[config.mk]
export PLATFORM = sky130hd
export DESIGN_NAME = sec_router
export DESIGN_NICKNAME = d
export VERILOG_FILES = /design/src/rtl/sec_router_pkg.sv /design/src/rtl/sec_range_cmp.sv /design/src/rtl/sec_decode.sv /design/src/rtl/sec_router_ctrl.sv /design/src/rtl/sec_router.sv
export SDC_FILE = /design/constraint.sdc
export NUM_CORES = 1
export LEC_CHECK = 0
export ABC_AREA = 0
export BUFFER_PORTS_ARGS = -buffer_cell sky130_fd_sc_hd__buf_2
export CAP_MARGIN = 0
export CORE_AREA = 2 2 135 137
export DETAILED_ROUTE_END_ITERATION = 7
export DIE_AREA = 0 0 137 139
export HOLD_SLACK_MARGIN = 0.03
export PLACE_DENSITY_LB_ADDON = 0.15
export REMOVE_ABC_BUFFERS = 1
export SLEW_MARGIN = 20
export SYNTH_ARGS = -nofsm -noshare
export SYNTH_HDL_FRONTEND = slang
export SYNTH_SLANG_ARGS = --single-unit
export TNS_END_PERCENT = 5
[constraint.sdc]
create_clock -name clk -period 4.1 [get_ports clk]
set_input_delay 1.025 -clock clk [delete_from_list [all_inputs] [get_ports clk]]
set_output_delay 1.025 -clock clk [all_outputs]
set_load 0.05 [all_outputs]
[src/rtl/sec_router_pkg.sv]
package sec_router_pkg;

   typedef enum logic [1:0] {
      RSP_OK       = 2'b00,
      RSP_UNMAPPED = 2'b01,
      RSP_DNERR    = 2'b10
   } rsp_stat_e;

   typedef enum logic [1:0] {
      TGT_NONE = 2'b00,
      TGT_DATA = 2'b01,
      TGT_INSN = 2'b10
   } tgt_e;

   typedef enum logic [1:0] {
      S_IDLE,
      S_ISSUE,
      S_WAIT,
      S_RESP
   } rtr_state_e;

   localparam int unsigned PORT_DATA = 0;
   localparam int unsigned PORT_INSN = 1;
   localparam int unsigned N_PORTS   = 2;

endpackage

[src/rtl/sec_range_cmp.sv]
module sec_range_cmp #(
   parameter int unsigned SEC_W = 8
) (
   input  logic [SEC_W-1:0] sec,
   input  logic [SEC_W-1:0] lo,
   input  logic [SEC_W-1:0] hi,
   output logic             hit
);
   assign hit = (sec >= lo) && (sec <= hi);
endmodule

[src/rtl/sec_decode.sv]
module sec_decode
   import sec_router_pkg::*;
#(
   parameter int unsigned ADDR_W = 32,
   parameter int unsigned SEC_W  = 8,
   parameter bit          REBASE = 1'b1
) (
   input  logic [ADDR_W-1:0] addr,
   input  logic [SEC_W-1:0]  d_lo,
   input  logic [SEC_W-1:0]  d_hi,
   input  logic [SEC_W-1:0]  i_lo,
   input  logic [SEC_W-1:0]  i_hi,
   output tgt_e              tgt,
   output logic [ADDR_W-1:0] addr_out
);
   localparam int unsigned OFS_W = ADDR_W - SEC_W;

   logic [SEC_W-1:0]        sec;
   logic [N_PORTS-1:0]      hit;
   logic [N_PORTS-1:0][SEC_W-1:0] lo_v;
   logic [N_PORTS-1:0][SEC_W-1:0] hi_v;
   logic [SEC_W-1:0]        base_sec;
   logic [ADDR_W-1:0]       base;

   assign sec             = addr[ADDR_W-1 -: SEC_W];
   assign lo_v[PORT_DATA] = d_lo;
   assign hi_v[PORT_DATA] = d_hi;
   assign lo_v[PORT_INSN] = i_lo;
   assign hi_v[PORT_INSN] = i_hi;

   for (genvar g = 0; g < N_PORTS; g++) begin : g_win
      sec_range_cmp #(.SEC_W(SEC_W)) u_cmp (
         .sec (sec),
         .lo  (lo_v[g]),
         .hi  (hi_v[g]),
         .hit (hit[g])
      );
   end

   // data window has priority over the instruction window
   always_comb begin
      if (hit[PORT_DATA]) begin
         tgt      = TGT_DATA;
         base_sec = d_lo;
      end else if (hit[PORT_INSN]) begin
         tgt      = TGT_INSN;
         base_sec = i_lo;
      end else begin
         tgt      = TGT_NONE;
         base_sec = '0;
      end
   end

   assign base = {base_sec, {OFS_W{1'b0}}};

   if (REBASE) begin : g_rebase
      assign addr_out = addr - base;
   end else begin : g_flat
      assign addr_out = addr;
   end

   // an overlap never hands the request to the instruction side
   always_comb begin
      a_r3_data_first : assert (!(hit[PORT_DATA] && (tgt != TGT_DATA)));
   end

endmodule

[src/rtl/sec_router_ctrl.sv]
module sec_router_ctrl
   import sec_router_pkg::*;
#(
   parameter int unsigned ADDR_W = 32,
   parameter int unsigned DATA_W = 32,
   parameter int unsigned SIZE_W = 2
) (
   input  logic                            clk,
   input  logic                            rst_n,
   input  logic                            up_req_valid,
   output logic                            up_req_ready,
   input  tgt_e                            dec_tgt,
   input  logic [ADDR_W-1:0]               dec_addr,
   input  logic                            up_req_we,
   input  logic [SIZE_W-1:0]               up_req_size,
   input  logic [DATA_W-1:0]               up_req_wdata,
   output logic                            up_rsp_valid,
   output logic [1:0]                      up_rsp_status,
   output logic [DATA_W-1:0]               up_rsp_rdata,
   output logic [N_PORTS-1:0]              dn_valid,
   input  logic [N_PORTS-1:0]              dn_ready,
   output logic [ADDR_W-1:0]               dn_addr,
   output logic                            dn_we,
   output logic [SIZE_W-1:0]               dn_size,
   output logic [DATA_W-1:0]               dn_wdata,
   input  logic [N_PORTS-1:0]              dn_rsp_valid,
   input  logic [N_PORTS-1:0]              dn_rsp_err,
   input  logic [N_PORTS-1:0][DATA_W-1:0]  dn_rsp_rdata
);
   localparam int unsigned SEL_W = (N_PORTS > 1) ? $clog2(N_PORTS) : 1;

   rtr_state_e         st;
   logic [SEL_W-1:0]   sel_q;
   logic [ADDR_W-1:0]  addr_q;
   logic               we_q;
   logic [SIZE_W-1:0]  size_q;
   logic [DATA_W-1:0]  wdata_q;
   rsp_stat_e          stat_q;
   logic [DATA_W-1:0]  rdata_q;
   logic               accept;

   assign up_req_ready = (st == S_IDLE);
   assign accept       = up_req_valid && up_req_ready;

   always_ff @(posedge clk or negedge rst_n) begin
      if (!rst_n) begin
         st      <= S_IDLE;
         sel_q   <= '0;
         addr_q  <= '0;
         we_q    <= 1'b0;
         size_q  <= '0;
         wdata_q <= '0;
         stat_q  <= RSP_OK;
         rdata_q <= '0;
      end else begin
         unique case (st)
            S_IDLE: begin
               if (accept) begin
                  addr_q  <= dec_addr;
                  we_q    <= up_req_we;
                  size_q  <= up_req_size;
                  wdata_q <= up_req_wdata;
                  if (dec_tgt == TGT_NONE) begin
                     stat_q  <= RSP_UNMAPPED;
                     rdata_q <= '0;
                     st      <= S_RESP;
                  end else begin
                     sel_q <= (dec_tgt == TGT_INSN) ? SEL_W'(PORT_INSN) : SEL_W'(PORT_DATA);
                     st    <= S_ISSUE;
                  end
               end
            end
            S_ISSUE: begin
               if (dn_ready[sel_q]) st <= S_WAIT;
            end
            S_WAIT: begin
               if (dn_rsp_valid[sel_q]) begin
                  stat_q  <= dn_rsp_err[sel_q] ? RSP_DNERR : RSP_OK;
                  rdata_q <= dn_rsp_rdata[sel_q];
                  st      <= S_RESP;
               end
            end
            S_RESP: st <= S_IDLE;
            default: st <= S_IDLE;
         endcase
      end
   end

   for (genvar p = 0; p < N_PORTS; p++) begin : g_port
      assign dn_valid[p] = (st == S_ISSUE) && (sel_q == SEL_W'(p));
   end

   assign dn_addr       = addr_q;
   assign dn_we         = we_q;
   assign dn_size       = size_q;
   assign dn_wdata      = wdata_q;
   assign up_rsp_valid  = (st == S_RESP);
   assign up_rsp_status = stat_q;
   assign up_rsp_rdata  = rdata_q;

   a_r8_busy_no_accept : assert property (@(posedge clk) disable iff (!rst_n)
      up_rsp_valid |-> !up_req_ready);

   a_r6_rsp_one_cycle : assert property (@(posedge clk) disable iff (!rst_n)
      up_rsp_valid |=> !up_rsp_valid);

   a_r6_miss_local : assert property (@(posedge clk) disable iff (!rst_n)
      (accept && dec_tgt == TGT_NONE) |=>
         (up_rsp_valid && up_rsp_status == RSP_UNMAPPED && dn_valid == '0));

   a_r2_one_target : assert property (@(posedge clk) disable iff (!rst_n)
      $onehot0(dn_valid));

   a_r9_hold_request : assert property (@(posedge clk) disable iff (!rst_n)
      (|(dn_valid & ~dn_ready)) |=>
         ((dn_valid == $past(dn_valid)) && $stable(dn_addr) && $stable(dn_wdata)));

   a_r7_error_status : assert property (@(posedge clk) disable iff (!rst_n)
      (st == S_WAIT && dn_rsp_valid[sel_q] && dn_rsp_err[sel_q]) |=>
         (up_rsp_valid && up_rsp_status == RSP_DNERR));

endmodule

[src/rtl/sec_router.sv]
module sec_router
   import sec_router_pkg::*;
#(
   parameter int unsigned ADDR_W = 32,
   parameter int unsigned SEC_W  = 8,
   parameter int unsigned DATA_W = 32,
   parameter int unsigned SIZE_W = 2,
   parameter bit          REBASE = 1'b1
) (
   input  logic              clk,
   input  logic              rst_n,
   input  logic [SEC_W-1:0]  cfg_d_lo,
   input  logic [SEC_W-1:0]  cfg_d_hi,
   input  logic [SEC_W-1:0]  cfg_i_lo,
   input  logic [SEC_W-1:0]  cfg_i_hi,
   input  logic              up_req_valid,
   output logic              up_req_ready,
   input  logic [ADDR_W-1:0] up_req_addr,
   input  logic              up_req_we,
   input  logic [SIZE_W-1:0] up_req_size,
   input  logic [DATA_W-1:0] up_req_wdata,
   output logic              up_rsp_valid,
   output logic [1:0]        up_rsp_status,
   output logic [DATA_W-1:0] up_rsp_rdata,
   output logic              d_req_valid,
   input  logic              d_req_ready,
   output logic [ADDR_W-1:0] d_req_addr,
   output logic              d_req_we,
   output logic [SIZE_W-1:0] d_req_size,
   output logic [DATA_W-1:0] d_req_wdata,
   input  logic              d_rsp_valid,
   input  logic              d_rsp_err,
   input  logic [DATA_W-1:0] d_rsp_rdata,
   output logic              i_req_valid,
   input  logic              i_req_ready,
   output logic [ADDR_W-1:0] i_req_addr,
   output logic              i_req_we,
   output logic [SIZE_W-1:0] i_req_size,
   output logic [DATA_W-1:0] i_req_wdata,
   input  logic              i_rsp_valid,
   input  logic              i_rsp_err,
   input  logic [DATA_W-1:0] i_rsp_rdata
);
   if (SEC_W < 1 || SEC_W >= ADDR_W) begin : g_bad_sec
      $error("sec_router: SEC_W must be between 1 and ADDR_W-1");
   end
   if (DATA_W < 8 || SIZE_W < 1) begin : g_bad_data
      $error("sec_router: DATA_W must be at least 8 and SIZE_W at least 1");
   end

   tgt_e                           dec_tgt;
   logic [ADDR_W-1:0]              dec_addr;
   logic [N_PORTS-1:0]             dn_valid;
   logic [N_PORTS-1:0]             dn_ready;
   logic [ADDR_W-1:0]              dn_addr;
   logic                           dn_we;
   logic [SIZE_W-1:0]              dn_size;
   logic [DATA_W-1:0]              dn_wdata;
   logic [N_PORTS-1:0]             dn_rsp_valid;
   logic [N_PORTS-1:0]             dn_rsp_err;
   logic [N_PORTS-1:0][DATA_W-1:0] dn_rsp_rdata;

   sec_decode #(
      .ADDR_W (ADDR_W),
      .SEC_W  (SEC_W),
      .REBASE (REBASE)
   ) u_dec (
      .addr     (up_req_addr),
      .d_lo     (cfg_d_lo),
      .d_hi     (cfg_d_hi),
      .i_lo     (cfg_i_lo),
      .i_hi     (cfg_i_hi),
      .tgt      (dec_tgt),
      .addr_out (dec_addr)
   );

   sec_router_ctrl #(
      .ADDR_W (ADDR_W),
      .DATA_W (DATA_W),
      .SIZE_W (SIZE_W)
   ) u_ctrl (
      .clk           (clk),
      .rst_n         (rst_n),
      .up_req_valid  (up_req_valid),
      .up_req_ready  (up_req_ready),
      .dec_tgt       (dec_tgt),
      .dec_addr      (dec_addr),
      .up_req_we     (up_req_we),
      .up_req_size   (up_req_size),
      .up_req_wdata  (up_req_wdata),
      .up_rsp_valid  (up_rsp_valid),
      .up_rsp_status (up_rsp_status),
      .up_rsp_rdata  (up_rsp_rdata),
      .dn_valid      (dn_valid),
      .dn_ready      (dn_ready),
      .dn_addr       (dn_addr),
      .dn_we         (dn_we),
      .dn_size       (dn_size),
      .dn_wdata      (dn_wdata),
      .dn_rsp_valid  (dn_rsp_valid),
      .dn_rsp_err    (dn_rsp_err),
      .dn_rsp_rdata  (dn_rsp_rdata)
   );

   assign d_req_valid             = dn_valid[PORT_DATA];
   assign i_req_valid             = dn_valid[PORT_INSN];
   assign dn_ready[PORT_DATA]     = d_req_ready;
   assign dn_ready[PORT_INSN]     = i_req_ready;
   assign dn_rsp_valid[PORT_DATA] = d_rsp_valid;
   assign dn_rsp_valid[PORT_INSN] = i_rsp_valid;
   assign dn_rsp_err[PORT_DATA]   = d_rsp_err;
   assign dn_rsp_err[PORT_INSN]   = i_rsp_err;
   assign dn_rsp_rdata[PORT_DATA] = d_rsp_rdata;
   assign dn_rsp_rdata[PORT_INSN] = i_rsp_rdata;

   assign d_req_addr  = dn_addr;
   assign d_req_we    = dn_we;
   assign d_req_size  = dn_size;
   assign d_req_wdata = dn_wdata;
   assign i_req_addr  = dn_addr;
   assign i_req_we    = dn_we;
   assign i_req_size  = dn_size;
   assign i_req_wdata = dn_wdata;

endmodule

==> run summary <==
• 1 — initial antenna violation count
• 0 — warnings from Yosys
• 49 — standard-cell rows
• buf_2 -> ha_1 -> nand4_1 -> nor2_2 -> a21oi_1 -> or3_4 -> nor2_1 -> a22o_1 -> inv_1 -> ha_1 -> nor2b_1 -> o21ai_0 -> nand2b_1 -> a311oi_2 -> buf_4 -> nor2_1 -> or3_1 -> nand4_1 — chain of cells forming the critical path
• 39.2% — portion of the post-synthesis area used by sequential elements
• 2 — Max Root-Sink Buffers
• 17700 um2 — Core ar.
• completed — status
• sky130_fd_sc_hd__dfrtp_1 — dominant register cell in the synthesized netlist
• 6640 um2 — summed instance area of the synthesized netlist
• up_req_addr[31] — worst setup path start
• 0 — GRT overflow
• 14500 um — Post-DP HPWL
• register to register — path type of the worst min-delay path
• 0.40 ns — CP peak stage delay
• 0 — quantity of hold-fixing buffers added after cts
• u_ctrl.dn_addr[26]$_DFFE_PN0P_ — Hold Startpoint
• 632 — cell count after synthesis
• yes — CTS tree
• 8 — reg2reg path depth
• 139 um — die extent in y
• 0 — Final Hold Fails
• 137 um — die extent in x
• input port to register — critical setup path kind
• u_ctrl.st[1]$_DFFE_PN0P_ — worst flop-to-flop path startpoint
• 0 — final slew viol count
• 10.5 um2 — Avg Synthesized Cell Area
• 18700 um — Detailed Route WL
• 0.00607 ns — maximum clock skew at final layout
• 0 — final setup fails
• 16.2 um — wire per inst
• 2 — number of cells traversed by the worst hold path
• 93.4% — final worst-path cycle share
• 0 — drt drc
• 0.07 ns — Clk pin slew, worst setup/hold paths
• 19.1% — total routing usage reported by global routing
• 4 — maximum net fanout on the critical path
• 3 — CTS H-Tree Depth
• input port — critical path launch point type
• 1139 — total number of nets in the final design
• 344 — number of I/O pins
• 71 — pin count of the biggest net entering global routing
• 44 — distinct cell type count of the synthesized netlist
• 4.38 ns — WP data required
• 0.772 ns — slew at the pin closest to its max-slew limit
• 100% — proportion of register bits with asynchronous set or reset after synthesis
• 0 — EDFF count, synth
• 3.83 ns — final worst path period need
• 0 — post-route antenna net violation count
• 104 — number of sinks driven by the clock tree
• 312 — detailed router's first-iteration violation count
• sky130_fd_sc_hd__clkbuf_16 — Clock Root Buffer
• 5715 — via count of the routed design
• 9 — clock buffer count from CTS
• 5286 — via count of the first global-routing pass
• 0 — Max-cap violations
• 0.261 GHz — Fmax achieved
• 28300 um — wire length of the first global-routing pass
• 0.766 — routability-driven placement congestion ratio
• 4.94 — routed via count divided by cell count
• 4.11 ns — CP Data Arrival Time
• 29.6% — synth-to-layout area growth
• 4 — number of optimization iterations in the first detailed-route pass
• 19000 um2 — die area
• 37.6% — Initial Util
• 0 ns — aggregate negative setup slack
• no — RSZ-0062 raised after global routing
• 104 — FF+latch count, synth
• sky130_fd_sc_hd__or3_4 — library cell contributing the largest single delay on the critical path
• 0.35 ns — source-to-sink clock delay at the later pin of the worst-skew pair
• register — nature of the critical path endpoint
• 343 — Port Buffers
• 54.0% — layout cells sized above 1
• 48.5% — slew margin rel.
## Yosys cell counts, types with 6 or more instances
| library cell | count | area share, % |
|---|---|---|
| sky130_fd_sc_hd__nor2b_1 | 6 | 0.57 |
| sky130_fd_sc_hd__inv_1 | 37 | 2.1 |
| sky130_fd_sc_hd__ha_1 | 43 | 8.1 |
| sky130_fd_sc_hd__nand4_1 | 7 | 0.66 |
| sky130_fd_sc_hd__nor2_1 | 10 | 0.57 |
| sky130_fd_sc_hd__o21ai_0 | 15 | 1.1 |
| sky130_fd_sc_hd__a221o_1 | 33 | 5.0 |
| sky130_fd_sc_hd__nand2_1 | 17 | 0.96 |
| sky130_fd_sc_hd__dfrtp_1 | 104 | 39 |
| sky130_fd_sc_hd__nand2b_1 | 37 | 3.5 |
| sky130_fd_sc_hd__clkbuf_1 | 24 | 1.4 |
| sky130_fd_sc_hd__buf_4 | 68 | 7.7 |
| sky130_fd_sc_hd__nand3_1 | 34 | 2.6 |
| sky130_fd_sc_hd__a21oi_1 | 44 | 3.3 |
| sky130_fd_sc_hd__mux2_2 | 92 | 16 |
## sequential cells by signal, summed over array words and instances (netlist names)
register and count:
u_ctrl.dn_addr 32, u_ctrl.dn_size 2, u_ctrl.dn_wdata 32, u_ctrl.dn_we 1, u_ctrl.st 2, u_ctrl.up_rsp_rdata 32
u_ctrl.up_rsp_status 2, u_ctrl.sel_q 1
## cell usage in the layout, fill, tap and decap left out, types with 2 or more instances in the layout
cell	n
sky130_fd_sc_hd__nor2b_1	6
sky130_fd_sc_hd__a22oi_1	5
sky130_fd_sc_hd__nand2_1	17
sky130_fd_sc_hd__nand3_1	34
sky130_fd_sc_hd__o21ai_0	15
sky130_fd_sc_hd__o21a_1	2
sky130_fd_sc_hd__a21oi_1	44
sky130_fd_sc_hd__buf_4	39
sky130_fd_sc_hd__xnor2_1	2
sky130_fd_sc_hd__or3_1	3
sky130_fd_sc_hd__inv_1	36
sky130_fd_sc_hd__nand4_1	7
sky130_fd_sc_hd__dfrtp_1	104
sky130_fd_sc_hd__mux2i_1	5
sky130_fd_sc_hd__nand2b_1	37
sky130_fd_sc_hd__nor4_1	2
sky130_fd_sc_hd__nor3_1	2
sky130_fd_sc_hd__a211oi_1	4
sky130_fd_sc_hd__xor2_1	3
sky130_fd_sc_hd__ha_1	42
sky130_fd_sc_hd__a21o_1	3
sky130_fd_sc_hd__a221o_1	33
sky130_fd_sc_hd__buf_2	342
sky130_fd_sc_hd__a22o_1	2
sky130_fd_sc_hd__clkbuf_16	9
sky130_fd_sc_hd__clkinv_4	2
sky130_fd_sc_hd__o211ai_1	2
sky130_fd_sc_hd__nor2_1	9
sky130_fd_sc_hd__mux2_2	92
## metal layers
layer / vias up / global-route usage, % / wire length (um) / share of wire [%]
li1: 2770 / - / - / -
met1: 2718 / 22.9 / 7450 / 40
met2: 205 / 34.6 / 10000 / 53
met3: 22 / 3.00 / 931 / 5.0
met4: 0 / 5.91 / 347 / 1.9
met5: - / 0 / 0 / 0
## final cells by class
cell class                 instances  area, um2
fill                            1703       9060
multi-input combinational        389       3240
sequential                       104       2600
timing repair buffer             382       2020
tap                              229        287
clock buffer                      10        229
inverter                          37        139
clock inverter                     6       75.1
antenna                            1       2.50
## critical path, delay by kind of cell
| kind | cells | cell delay [ns] |
|---|---|---|
| AOI/OAI and AO/OA | 4 | 0.65 |
| adders and majority gates | 2 | 0.57 |
| buffers and inverters | 3 | 0.33 |
| and+or+nand+nor | 9 | 1.54 |
## cell families (layout without fill, tap and decap cells)
| kind of cell | after synthesis | count (layout) | share of synthesized area [%] |
|---|---|---|---|
| AO/OA/AOI/OAI | 120 | 120 | 12.9 |
| XOR/XNOR | 5 | 5 | 0.660 |
| adder cells (fa/ha/maj) | 44 | 44 | 8.41 |
| multiplexers | 97 | 97 | 16.4 |
| AND/OR/NAND/NOR | 123 | 123 | 10.2 |
| other | 0 | 1 | 0 |
| flip-flops | 104 | 104 | 39.2 |
| buffers and inverters | 139 | 435 | 12.2 |
## path summary, 6_finish.rpt
path | to | slack (ns)
worst max register to register | u_ctrl.up_rsp_rdata[13]$_DFFE_PN0P_ | 1.54
min in group asynchronous | u_ctrl.dn_addr[0]$_DFFE_PN0P_ | 0.66
worst max-delay path | u_ctrl.dn_addr[31]$_DFFE_PN0P_ | 0.27
max in group asynchronous | u_ctrl.dn_addr[28]$_DFFE_PN0P_ | 2.69
worst min-delay path | u_ctrl.dn_addr[26]$_DFFE_PN0P_ | 0.50
worst min register to register | u_ctrl.dn_addr[26]$_DFFE_PN0P_ | 0.50
## what timing repair did
item / CTS / global route
resized for setup: 0 / 5
hold endpoints to repair: 0 / 0
buffers inserted: 0 / 0
setup endpoints to repair: 0 / 1
## metrics by stage
step	setup slack (ns)	instance area, um2	std cells	util [%]	hold slack [ns]
floorplan	-0.326	5960	530	-	0.500
global placement	-0.164	8280	1141	46.9	0.483
detailed placement	-0.224	8280	1141	46.9	0.497
CTS	0.130	8580	1157	48.6	0.512
global route	0.0172	8600	1158	48.7	0.535
finish	0.269	8600	1158	48.7	0.504
Power is not shown: default switching activity piles up to over one toggle a cycle in this logic, so the estimate is an artifact.
